**src/rtl/wsg_pkg.sv**
```systemverilog
package wsg_pkg;
  typedef enum logic [1:0] {
    OP_NONE   = 2'b00,
    OP_PROG   = 2'b01,
    OP_SERASE = 2'b10,
    OP_CERASE = 2'b11
  } wsg_op_e;

  typedef enum logic [2:0] {
    ST_READ  = 3'd0,
    ST_PROG  = 3'd1,
    ST_ERASE = 3'd2,
    ST_PROT  = 3'd3,
    ST_SUSP  = 3'd4,
    ST_SPROG = 3'd5,
    ST_FIN   = 3'd6
  } wsg_state_e;
endpackage

```
**src/rtl/wsg_rst_sync.sv**
```systemverilog
module wsg_rst_sync (
  input  logic clk,
  input  logic rst_n,
  output logic rst_sync_n
);
  logic stage_q;

  always_ff @(posedge clk or negedge rst_n) begin
    if (!rst_n) begin
      stage_q    <= 1'b0;
      rst_sync_n <= 1'b0;
    end else begin
      stage_q    <= 1'b1;
      rst_sync_n <= stage_q;
    end
  end
endmodule

```
**src/rtl/wsg_timer.sv**
```systemverilog
module wsg_timer #(
  parameter int CNT_W = 8
) (
  input  logic             clk,
  input  logic             rst_n,
  input  logic             load,
  input  logic [CNT_W-1:0] load_val,
  input  logic             run,
  output logic             expire
);
  logic [CNT_W-1:0] cnt_q, cnt_d;
  logic             cnt_en;

  always_comb begin
    cnt_en = load | (run & (cnt_q != '0));
    cnt_d  = load ? load_val : (cnt_q - CNT_W'(1));
  end

  always_ff @(posedge clk or negedge rst_n) begin
    if (!rst_n) cnt_q <= '0;
    else if (cnt_en) cnt_q <= cnt_d;
  end

  assign expire = run & (cnt_q == CNT_W'(1));

  AST_TIMER_NO_UNDERFLOW: assert property (@(posedge clk) disable iff (!rst_n)
    run |-> (cnt_q != '0));
endmodule

```
**src/rtl/wsg_sector_map.sv**
```systemverilog
module wsg_sector_map #(
  parameter int NUM_SECT = 4,
  localparam int SECT_W  = (NUM_SECT > 1) ? $clog2(NUM_SECT) : 1
) (
  input  logic [SECT_W-1:0]   prog_sect,
  input  logic [NUM_SECT-1:0] erase_sel,
  input  logic [NUM_SECT-1:0] prot_map,
  input  logic                whole_chip,
  output logic [NUM_SECT-1:0] erase_mask,
  output logic                all_prot,
  output logic                prog_prot
);
  for (genvar s = 0; s < NUM_SECT; s++) begin : g_sect
    assign erase_mask[s] = (whole_chip | erase_sel[s]) & ~prot_map[s];
  end

  assign all_prot  = (erase_mask == '0);
  assign prog_prot = prot_map[prog_sect];
endmodule

```
**src/rtl/wsg_ctrl.sv**
```systemverilog
module wsg_ctrl
  import wsg_pkg::*;
#(
  parameter int CNT_W          = 8,
  parameter int NUM_SECT       = 4,
  parameter int PROG_CYC       = 6,
  parameter int ERASE_CYC      = 20,
  parameter int PROT_PROG_CYC  = 3,
  parameter int PROT_ERASE_CYC = 12
) (
  input  logic                clk,
  input  logic                rst_n,
  input  logic                start,
  input  wsg_op_e             op,
  input  logic [7:0]          prog_data,
  input  logic                prog_prot,
  input  logic [NUM_SECT-1:0] erase_mask,
  input  logic                all_prot,
  input  logic                susp_req,
  input  logic                resume_req,
  input  logic                oe,
  input  logic                exp_main,
  input  logic                exp_sp,
  output wsg_state_e          state,
  output logic [7:0]          lat_data,
  output logic                lat_prog,
  output logic [NUM_SECT-1:0] lat_mask,
  output logic                ld_main,
  output logic [CNT_W-1:0]    ld_main_val,
  output logic                run_main,
  output logic                ld_sp,
  output logic [CNT_W-1:0]    ld_sp_val,
  output logic                run_sp
);
  wsg_state_e state_d;
  logic       cap_data, cap_mask, lat_prog_d;

  always_comb begin
    state_d     = state;
    cap_data    = 1'b0;
    cap_mask    = 1'b0;
    lat_prog_d  = lat_prog;
    ld_main     = 1'b0;
    ld_main_val = '0;
    ld_sp       = 1'b0;
    ld_sp_val   = '0;
    case (state)
      ST_READ, ST_FIN: begin
        if (state == ST_FIN && oe) state_d = ST_READ;
        if (start && op == OP_PROG) begin
          cap_data   = 1'b1;
          lat_prog_d = 1'b1;
          ld_main    = 1'b1;
          if (prog_prot) begin
            state_d     = ST_PROT;
            ld_main_val = CNT_W'(PROT_PROG_CYC);
          end else begin
            state_d     = ST_PROG;
            ld_main_val = CNT_W'(PROG_CYC);
          end
        end else if (start && op != OP_NONE) begin
          cap_mask   = 1'b1;
          lat_prog_d = 1'b0;
          ld_main    = 1'b1;
          if (all_prot) begin
            state_d     = ST_PROT;
            ld_main_val = CNT_W'(PROT_ERASE_CYC);
          end else begin
            state_d     = ST_ERASE;
            ld_main_val = CNT_W'(ERASE_CYC);
          end
        end
      end
      ST_PROG:  if (exp_main) state_d = ST_FIN;
      ST_PROT:  if (exp_main) state_d = ST_READ;
      ST_ERASE: begin
        if (exp_main) state_d = ST_FIN;
        else if (susp_req) state_d = ST_SUSP;
      end
      ST_SUSP: begin
        if (start && op == OP_PROG) begin
          cap_data  = 1'b1;
          ld_sp     = 1'b1;
          ld_sp_val = prog_prot ? CNT_W'(PROT_PROG_CYC) : CNT_W'(PROG_CYC);
          state_d   = ST_SPROG;
        end else if (resume_req) begin
          state_d = ST_ERASE;
        end
      end
      ST_SPROG: if (exp_sp) state_d = ST_SUSP;
      default:  state_d = ST_READ;
    endcase
  end

  assign run_main = (state == ST_PROG) | (state == ST_ERASE) | (state == ST_PROT);
  assign run_sp   = (state == ST_SPROG);

  always_ff @(posedge clk or negedge rst_n) begin
    if (!rst_n) begin
      state    <= ST_READ;
      lat_prog <= 1'b0;
    end else begin
      state    <= state_d;
      lat_prog <= lat_prog_d;
    end
  end

  always_ff @(posedge clk or negedge rst_n) begin
    if (!rst_n) lat_data <= '0;
    else if (cap_data) lat_data <= prog_data;
  end

  always_ff @(posedge clk or negedge rst_n) begin
    if (!rst_n) lat_mask <= '0;
    else if (cap_mask) lat_mask <= erase_mask;
  end

  AST_FIN_ONE_READ: assert property (@(posedge clk) disable iff (!rst_n)
    (state == ST_FIN && oe && !start) |=> (state == ST_READ));
  AST_PROT_EXITS_TO_READ: assert property (@(posedge clk) disable iff (!rst_n)
    (state == ST_PROT) |=> (state == ST_PROT || state == ST_READ));
  AST_SPROG_BACK_TO_SUSP: assert property (@(posedge clk) disable iff (!rst_n)
    (state == ST_SPROG) |=> (state == ST_SPROG || state == ST_SUSP));
  AST_PROG_NOT_REPLACED: assert property (@(posedge clk) disable iff (!rst_n)
    (state == ST_PROG && !exp_main) |=> (state == ST_PROG && $stable(lat_data)));
endmodule

```
**src/rtl/wsg_dout.sv**
```systemverilog
module wsg_dout
  import wsg_pkg::*;
(
  input  wsg_state_e state,
  input  logic [7:0] lat_data,
  input  logic       lat_prog,
  input  logic       rd_in_erase,
  input  logic       oe,
  input  logic [7:0] array_rd,
  output logic [7:0] dq,
  output logic       ry_by_n
);
  logic [7:0] rd_val;
  logic [7:0] prog_stat;

  assign prog_stat = {~lat_data[7], 7'b0};

  always_comb begin
    rd_val  = array_rd;
    ry_by_n = 1'b1;
    case (state)
      ST_PROG, ST_SPROG: begin
        ry_by_n = 1'b0;
        rd_val  = prog_stat;
      end
      ST_PROT: begin
        ry_by_n = 1'b0;
        rd_val  = lat_prog ? prog_stat : 8'h00;
      end
      ST_ERASE: begin
        ry_by_n = 1'b0;
        rd_val  = 8'h00;
      end
      ST_SUSP: rd_val = rd_in_erase ? 8'h80 : array_rd;
      ST_FIN:  rd_val = lat_prog ? {lat_data[7], ~lat_data[6:0]} : 8'h80;
      default: rd_val = array_rd;
    endcase
  end

  assign dq = oe ? rd_val : 8'h00;
endmodule

```
**src/rtl/flash_wstat.sv**
```systemverilog
module flash_wstat
  import wsg_pkg::*;
#(
  parameter int NUM_SECT       = 4,
  parameter int PROG_CYC       = 300,
  parameter int ERASE_CYC      = 20000,
  parameter int PROT_PROG_CYC  = 50,
  parameter int PROT_ERASE_CYC = 5000,
  localparam int SECT_W  = (NUM_SECT > 1) ? $clog2(NUM_SECT) : 1,
  localparam int MAX_A   = (PROG_CYC > ERASE_CYC) ? PROG_CYC : ERASE_CYC,
  localparam int MAX_B   = (PROT_PROG_CYC > PROT_ERASE_CYC) ? PROT_PROG_CYC : PROT_ERASE_CYC,
  localparam int MAX_CYC = (MAX_A > MAX_B) ? MAX_A : MAX_B,
  localparam int CNT_W   = $clog2(MAX_CYC + 1)
) (
  input  logic                clk,
  input  logic                rst_n,
  input  logic                start,
  input  logic [1:0]          op,
  input  logic [SECT_W-1:0]   prog_sect,
  input  logic [7:0]          prog_data,
  input  logic [NUM_SECT-1:0] erase_sel,
  input  logic [NUM_SECT-1:0] prot_map,
  input  logic                susp_req,
  input  logic                resume_req,
  input  logic [SECT_W-1:0]   rd_sect,
  input  logic                oe,
  input  logic [7:0]          array_rd,
  output logic [7:0]          dq,
  output logic                ry_by_n
);
  logic                rst_i_n;
  wsg_op_e             op_e;
  wsg_state_e          state;
  logic [NUM_SECT-1:0] erase_mask, lat_mask;
  logic                all_prot, prog_prot;
  logic [7:0]          lat_data;
  logic                lat_prog;
  logic                ld_main, run_main, exp_main;
  logic                ld_sp, run_sp, exp_sp;
  logic [CNT_W-1:0]    ld_main_val, ld_sp_val;
  logic                rd_in_erase;

  assign op_e        = wsg_op_e'(op);
  assign rd_in_erase = lat_mask[rd_sect];

  wsg_rst_sync u_rst (
    .clk        (clk),
    .rst_n      (rst_n),
    .rst_sync_n (rst_i_n)
  );

  wsg_sector_map #(.NUM_SECT(NUM_SECT)) u_map (
    .prog_sect  (prog_sect),
    .erase_sel  (erase_sel),
    .prot_map   (prot_map),
    .whole_chip (op_e == OP_CERASE),
    .erase_mask (erase_mask),
    .all_prot   (all_prot),
    .prog_prot  (prog_prot)
  );

  wsg_ctrl #(
    .CNT_W          (CNT_W),
    .NUM_SECT       (NUM_SECT),
    .PROG_CYC       (PROG_CYC),
    .ERASE_CYC      (ERASE_CYC),
    .PROT_PROG_CYC  (PROT_PROG_CYC),
    .PROT_ERASE_CYC (PROT_ERASE_CYC)
  ) u_ctrl (
    .clk         (clk),
    .rst_n       (rst_i_n),
    .start       (start),
    .op          (op_e),
    .prog_data   (prog_data),
    .prog_prot   (prog_prot),
    .erase_mask  (erase_mask),
    .all_prot    (all_prot),
    .susp_req    (susp_req),
    .resume_req  (resume_req),
    .oe          (oe),
    .exp_main    (exp_main),
    .exp_sp      (exp_sp),
    .state       (state),
    .lat_data    (lat_data),
    .lat_prog    (lat_prog),
    .lat_mask    (lat_mask),
    .ld_main     (ld_main),
    .ld_main_val (ld_main_val),
    .run_main    (run_main),
    .ld_sp       (ld_sp),
    .ld_sp_val   (ld_sp_val),
    .run_sp      (run_sp)
  );

  wsg_timer #(.CNT_W(CNT_W)) u_tmr_main (
    .clk      (clk),
    .rst_n    (rst_i_n),
    .load     (ld_main),
    .load_val (ld_main_val),
    .run      (run_main),
    .expire   (exp_main)
  );

  wsg_timer #(.CNT_W(CNT_W)) u_tmr_susp (
    .clk      (clk),
    .rst_n    (rst_i_n),
    .load     (ld_sp),
    .load_val (ld_sp_val),
    .run      (run_sp),
    .expire   (exp_sp)
  );

  wsg_dout u_dout (
    .state       (state),
    .lat_data    (lat_data),
    .lat_prog    (lat_prog),
    .rd_in_erase (rd_in_erase),
    .oe          (oe),
    .array_rd    (array_rd),
    .dq          (dq),
    .ry_by_n     (ry_by_n)
  );

  AST_OE_QUIET: assert property (@(posedge clk) disable iff (!rst_i_n)
    !oe |-> (dq == 8'h00));
  AST_ERASE_B7_LOW: assert property (@(posedge clk) disable iff (!rst_i_n)
    (state == ST_ERASE) |-> !dq[7]);
  AST_SUSP_READY: assert property (@(posedge clk) disable iff (!rst_i_n)
    (state == ST_SUSP) |-> ry_by_n);
  AST_PROG_BUSY: assert property (@(posedge clk) disable iff (!rst_i_n)
    (run_main || run_sp) |-> !ry_by_n);
endmodule

```
**config.mk**
```make
export PLATFORM = sky130hd
export DESIGN_NAME = flash_wstat
export DESIGN_NICKNAME = d
export VERILOG_FILES = /design/src/rtl/wsg_pkg.sv /design/src/rtl/wsg_rst_sync.sv /design/src/rtl/wsg_timer.sv /design/src/rtl/wsg_sector_map.sv /design/src/rtl/wsg_ctrl.sv /design/src/rtl/wsg_dout.sv /design/src/rtl/flash_wstat.sv
export SDC_FILE = /design/constraint.sdc
export NUM_CORES = 1
export LEC_CHECK = 0
export ABC_AREA = 1
export BUFFER_PORTS_ARGS = -buffer_cell sky130_fd_sc_hd__buf_4
export CORE_UTILIZATION = 40
export DETAILED_ROUTE_END_ITERATION = 8
export SLEW_MARGIN = 20
export SYNTH_ARGS = -nofsm -noshare
export SYNTH_HDL_FRONTEND = slang
export SYNTH_SLANG_ARGS = --single-unit
```
**constraint.sdc**
```tcl
create_clock -name clk -period 1.7 [get_ports clk]
set_input_delay 0.255 -clock clk [delete_from_list [all_inputs] [get_ports clk]]
set_output_delay 0.255 -clock clk [all_outputs]
set_load 0.01 [all_outputs]
```
==> results.py <==
metrics = {
    "clock_tree": {
        "tritoncts.num_buffers": 5,
        "clk_path_buf_depth": 2,
        "cts_htree_levels": 2,
        "clkSlewWorstSetupHoldPaths_ns": 0.09,
        "cts.root.buffer_cell": "clkbuf_8",
        "clock_sink_count": 48,
        "clk_latency_ns": 0.31,
        "cts_tree": "done",
    },
    "floorplanning": {
        "core_um2": 7730,
        "die_width_um": 91.5,
        "std_cell_rows": 32,
        "die_y_um": 91.5,
        "die-area_um2": 8380,
        "ioPinCount": 45,
        "initial_utilization": 0.415,
    },
    "worst_setup_path": {
        "timing.critical_path.arrival_ns": 1.61,
        "worst-path-stages": 8,
        "r2r_end": "u_tmr_main.cnt_q[2]$_DFFE_PN0P_",
        "critical-path-top-delay-family": "flip-flops",
        "cp_cell_sequence": "inv_2 > nor2_4 > inv_2 > nand3_4 > nand2_4 > nand2_1 > a21oi_2 > buf_4",
        "worst_setup_path_start_kind": "flip-flop",
        "reg2reg_setup_slack_ns": -0.06,
        "timing.setup.critical_path_class": "reg -> out",
        "cpMostUsedCell": "inv_2",
        "worstPathRequired_ns": 1.44,
        "ff2ff_path_depth": 11,
        "cp-startpoint": "u_ctrl.state[0]$_DFFE_PN0P_",
        "timing.critical_path.to": "dq[2]",
        "critPathMaxFanout": 7,
        "crit_buf_inv": 3,
        "critical_path.endpoint_type": "output port",
        "worst_r2r_startpoint": "u_ctrl.state[0]$_DFFE_PN0P_",
        "crit_path_top_delay_cell": "dfrtp_1",
        "cp_slowest_stage_delay_ns": 0.43,
    },
    "grt": {
        "global_route_wire_length_before_repair_um": 15000,
        "gr-total-overflow": 0,
        "gr-usage-met1": 0.303,
        "met3_track_utilization_from_global_routing": 0.0369,
        "globalRouteTotalUtil": 0.224,
        "number_of_global_route_vias_before_repair": 3303,
        "grt_start_max_net_pins": 33,
        "grt_busiest_layer": "met2",
        "number_of_antenna_violations_at_the_first_check_in_global_routing": 0,
        "grt_util_met2": 0.357,
    },
    "layout": {
        "drive_above_1_share": 0.308,
        "num-nets-final": 640,
        "num_antenna_cells": 0,
        "layout-area-overhead-vs-synth_pct": 42.8,
        "final_design_area_no_fill_um2": 4580,
        "filler_cell_count": 730,
        "storage_cell_area_um2": 1200,
        "multiInputGateArea_um2": 1910,
    },
    "detailed_routing": {
        "antenna_violating_nets_post_route": 0,
        "routed-via-count": 3473,
        "avgRoutedWirePerCell_um": 13.2,
        "route.final.wire_length_um": 9260,
        "firstDrtPassIters": 4,
        "route.detailed.vias_per_inst": 4.94,
        "first_iter_violations": 244,
        "drc": 0,
    },
    "synth": {
        "syn-instance-count": 485,
        "synthFlopType": "dfrtp_1",
        "net_count_after_synthesis": 525,
        "yosysMostFrequentCell": "nand2_1",
        "synthDominantCellAreaShare": 0.375,
        "post_synthesis_instance_area_um2": 3210,
        "count_of_flip_flops_with_a_built_in_enable_after_synthesis": 0,
        "yosysWarningCount": 0,
        "postSynthAreaPerCell_um2": 6.61,
        "ys_ff_latch": 48,
        "synth_sequential_area_ratio": 0.375,
        "synth.lib_cells_used.distinct": 31,
        "async_flop_share": 1.00,
        "synth_top_cells_by_count": "149 x nand2_1, 67 x nor2_1, 56 x inv_1",
        "yosys-top-cells-area": "dfrtp_1 37%, nand2_1 17%, nor2_1 7.8%",
        "post-synth-top-area-cell": "dfrtp_1",
    },
    "placement": {
        "port_buffers": 44,
        "gp_congestion": 0.938,
        "dpl_cell_area_um2": 3950,
        "post-dp-hpwl_um": 6530,
    },
    "power_and_ir_drop": {
        "peakVddDrop_mv": 0.691,
        "power_density_nw_per_um2": 1740,
        "p_leak_nw": 2.30,
    },
    "timing": {
        "totalNegativeSetupSlack_ns": -1.31,
        "timing.slew.headroom": 0.670,
        "fmaxAchievable_ghz": 0.537,
        "finClkSkew_ns": 0.00660,
        "hold_viol": 0,
        "setup_viol": 16,
        "period_minus_slack_ns": 1.86,
        "fin_worst_hold_slack_ns": 0.145,
        "final_critical_path_setup_slack_ns": -0.162,
        "report.final.slew_viol_count": 0,
        "rsz0062_at_grt": "yes",
        "tightest_slew_ns": 0.490,
        "layout_worst_path_cycle_share": 1.10,
    },
    "job": {
        "drv.max_cap_violation_count": 0,
    },
    "min_path": {
        "hold_path.class": "in -> reg",
        "worstHoldPathCells": 3,
    },
    "outcome": {
        "run_status": "finished, violations left",
        "violations_in_the_final_reports": "negative setup slack",
    },
}
==> what timing repair did <==
item	4_1_cts	5_1_grt
endpoints found under the setup margin	10	43
pin swaps	13	21
gates cloned	0	2
gates resized for setup	22	44
hold endpoints to repair	2	0
buffers inserted	12	14
hold buffers	1	0
==> placed cells by master (no fill, tap or decap), drive strengths merged, types with 2 or more instances in the layout <==
cell,count
nand2,156
buf,112
nor2,73
inv,63
dfrtp,48
o21ai,42
nand3,31
a21oi,24
nand4,11
nor3,8
o211ai,5
clkbuf,5
xor2,4
ha,4
bufinv,3
nand3b,2
o21bai,2
==> sequential cells by signal, summed over array words and instances, names as in the netlist <==
name / flops
u_rst.rst_sync_n: 1
u_ctrl.state: 3
u_rst.stage_q: 1
u_tmr_susp.cnt_q: 15
u_ctrl.lat_prog: 1
u_ctrl.lat_data: 8
u_ctrl.lat_mask: 4
u_tmr_main.cnt_q: 15
==> cells by family (layout without fill, tap and decap cells) <==
| family | after synthesis | count (layout) | share of synthesized area |
|---|---|---|---|
| adders and majority gates | 4 | 4 | 0.0156 |
| and+or+nand+nor | 281 | 282 | 0.376 |
| buffers and inverters | 70 | 185 | 0.0913 |
| xor gates and xnor gates | 5 | 5 | 0.0137 |
| AOI/OAI and AO/OA | 76 | 76 | 0.127 |
| other | 1 | 1 | 0.00117 |
| DFF | 48 | 48 | 0.375 |
==> where the power goes <==
| part | switching [W] | leakage (nW) | internal, W |
|---|---|---|---|
| Combinational | 0.00267 | 1.62 | 0.00214 |
| Sequential | 0.000378 | 0.600 | 0.00160 |
| Clock | 0.000424 | 0.0784 | 0.000736 |
| Total | 0.00347 | 2.30 | 0.00448 |
==> stage by stage <==
step	power (W)	worst slack (ns)	instances	util
2_1_floorplan	0.00438	0.0772	485	-
4_1_cts	0.00726	-0.127	687	0.556
3_5_place_dp	0.00570	-0.0362	666	0.511
5_1_grt	0.00862	-0.286	703	0.592
6_report	0.00795	-0.162	703	0.592
3_3_place_gp	0.00563	-0.0344	666	0.511
==> tightest hold or removal path: stages <==
cell and delay (ns):
buf_4 0.08, nand2_1 0.04, o21ai_0 0.05
==> area by class of cell <==
type,instances,share of cell area
well taps,102,0.0279
flip-flops and latches,48,0.263
clock buffers,5,0.0150
repair inverters,1,0.00137
inverters,63,0.0547
repair buffers,113,0.200
multi-input cells,368,0.418
clock inverters,3,0.0197
==> worst min path at each step <==
stage	start	end	slack (ns)
5_1_grt	prog_data[1]	u_ctrl.lat_data[1]$_DFFE_PN0P_	0.14
3_5_place_dp	rst_n	u_rst.stage_q$_DFF_PN0_	0.04
3_3_place_gp	rst_n	u_rst.stage_q$_DFF_PN0_	0.04
2_1_floorplan	rst_n	u_rst.rst_sync_n$_DFF_PN0_	-0.04
6_report	prog_data[2]	u_ctrl.lat_data[2]$_DFFE_PN0P_	0.15
4_1_cts	prog_data[2]	u_ctrl.lat_data[2]$_DFFE_PN0P_	0.14
==> layer usage <==
metal / up-vias / share of wire
met2: 96 / 0.46
li1: 1774 / -
met4: 0 / 0.025
met5: - / 0
met1: 1586 / 0.47
met3: 17 / 0.045
Note: power is estimated with default switching activity, not from simulation.
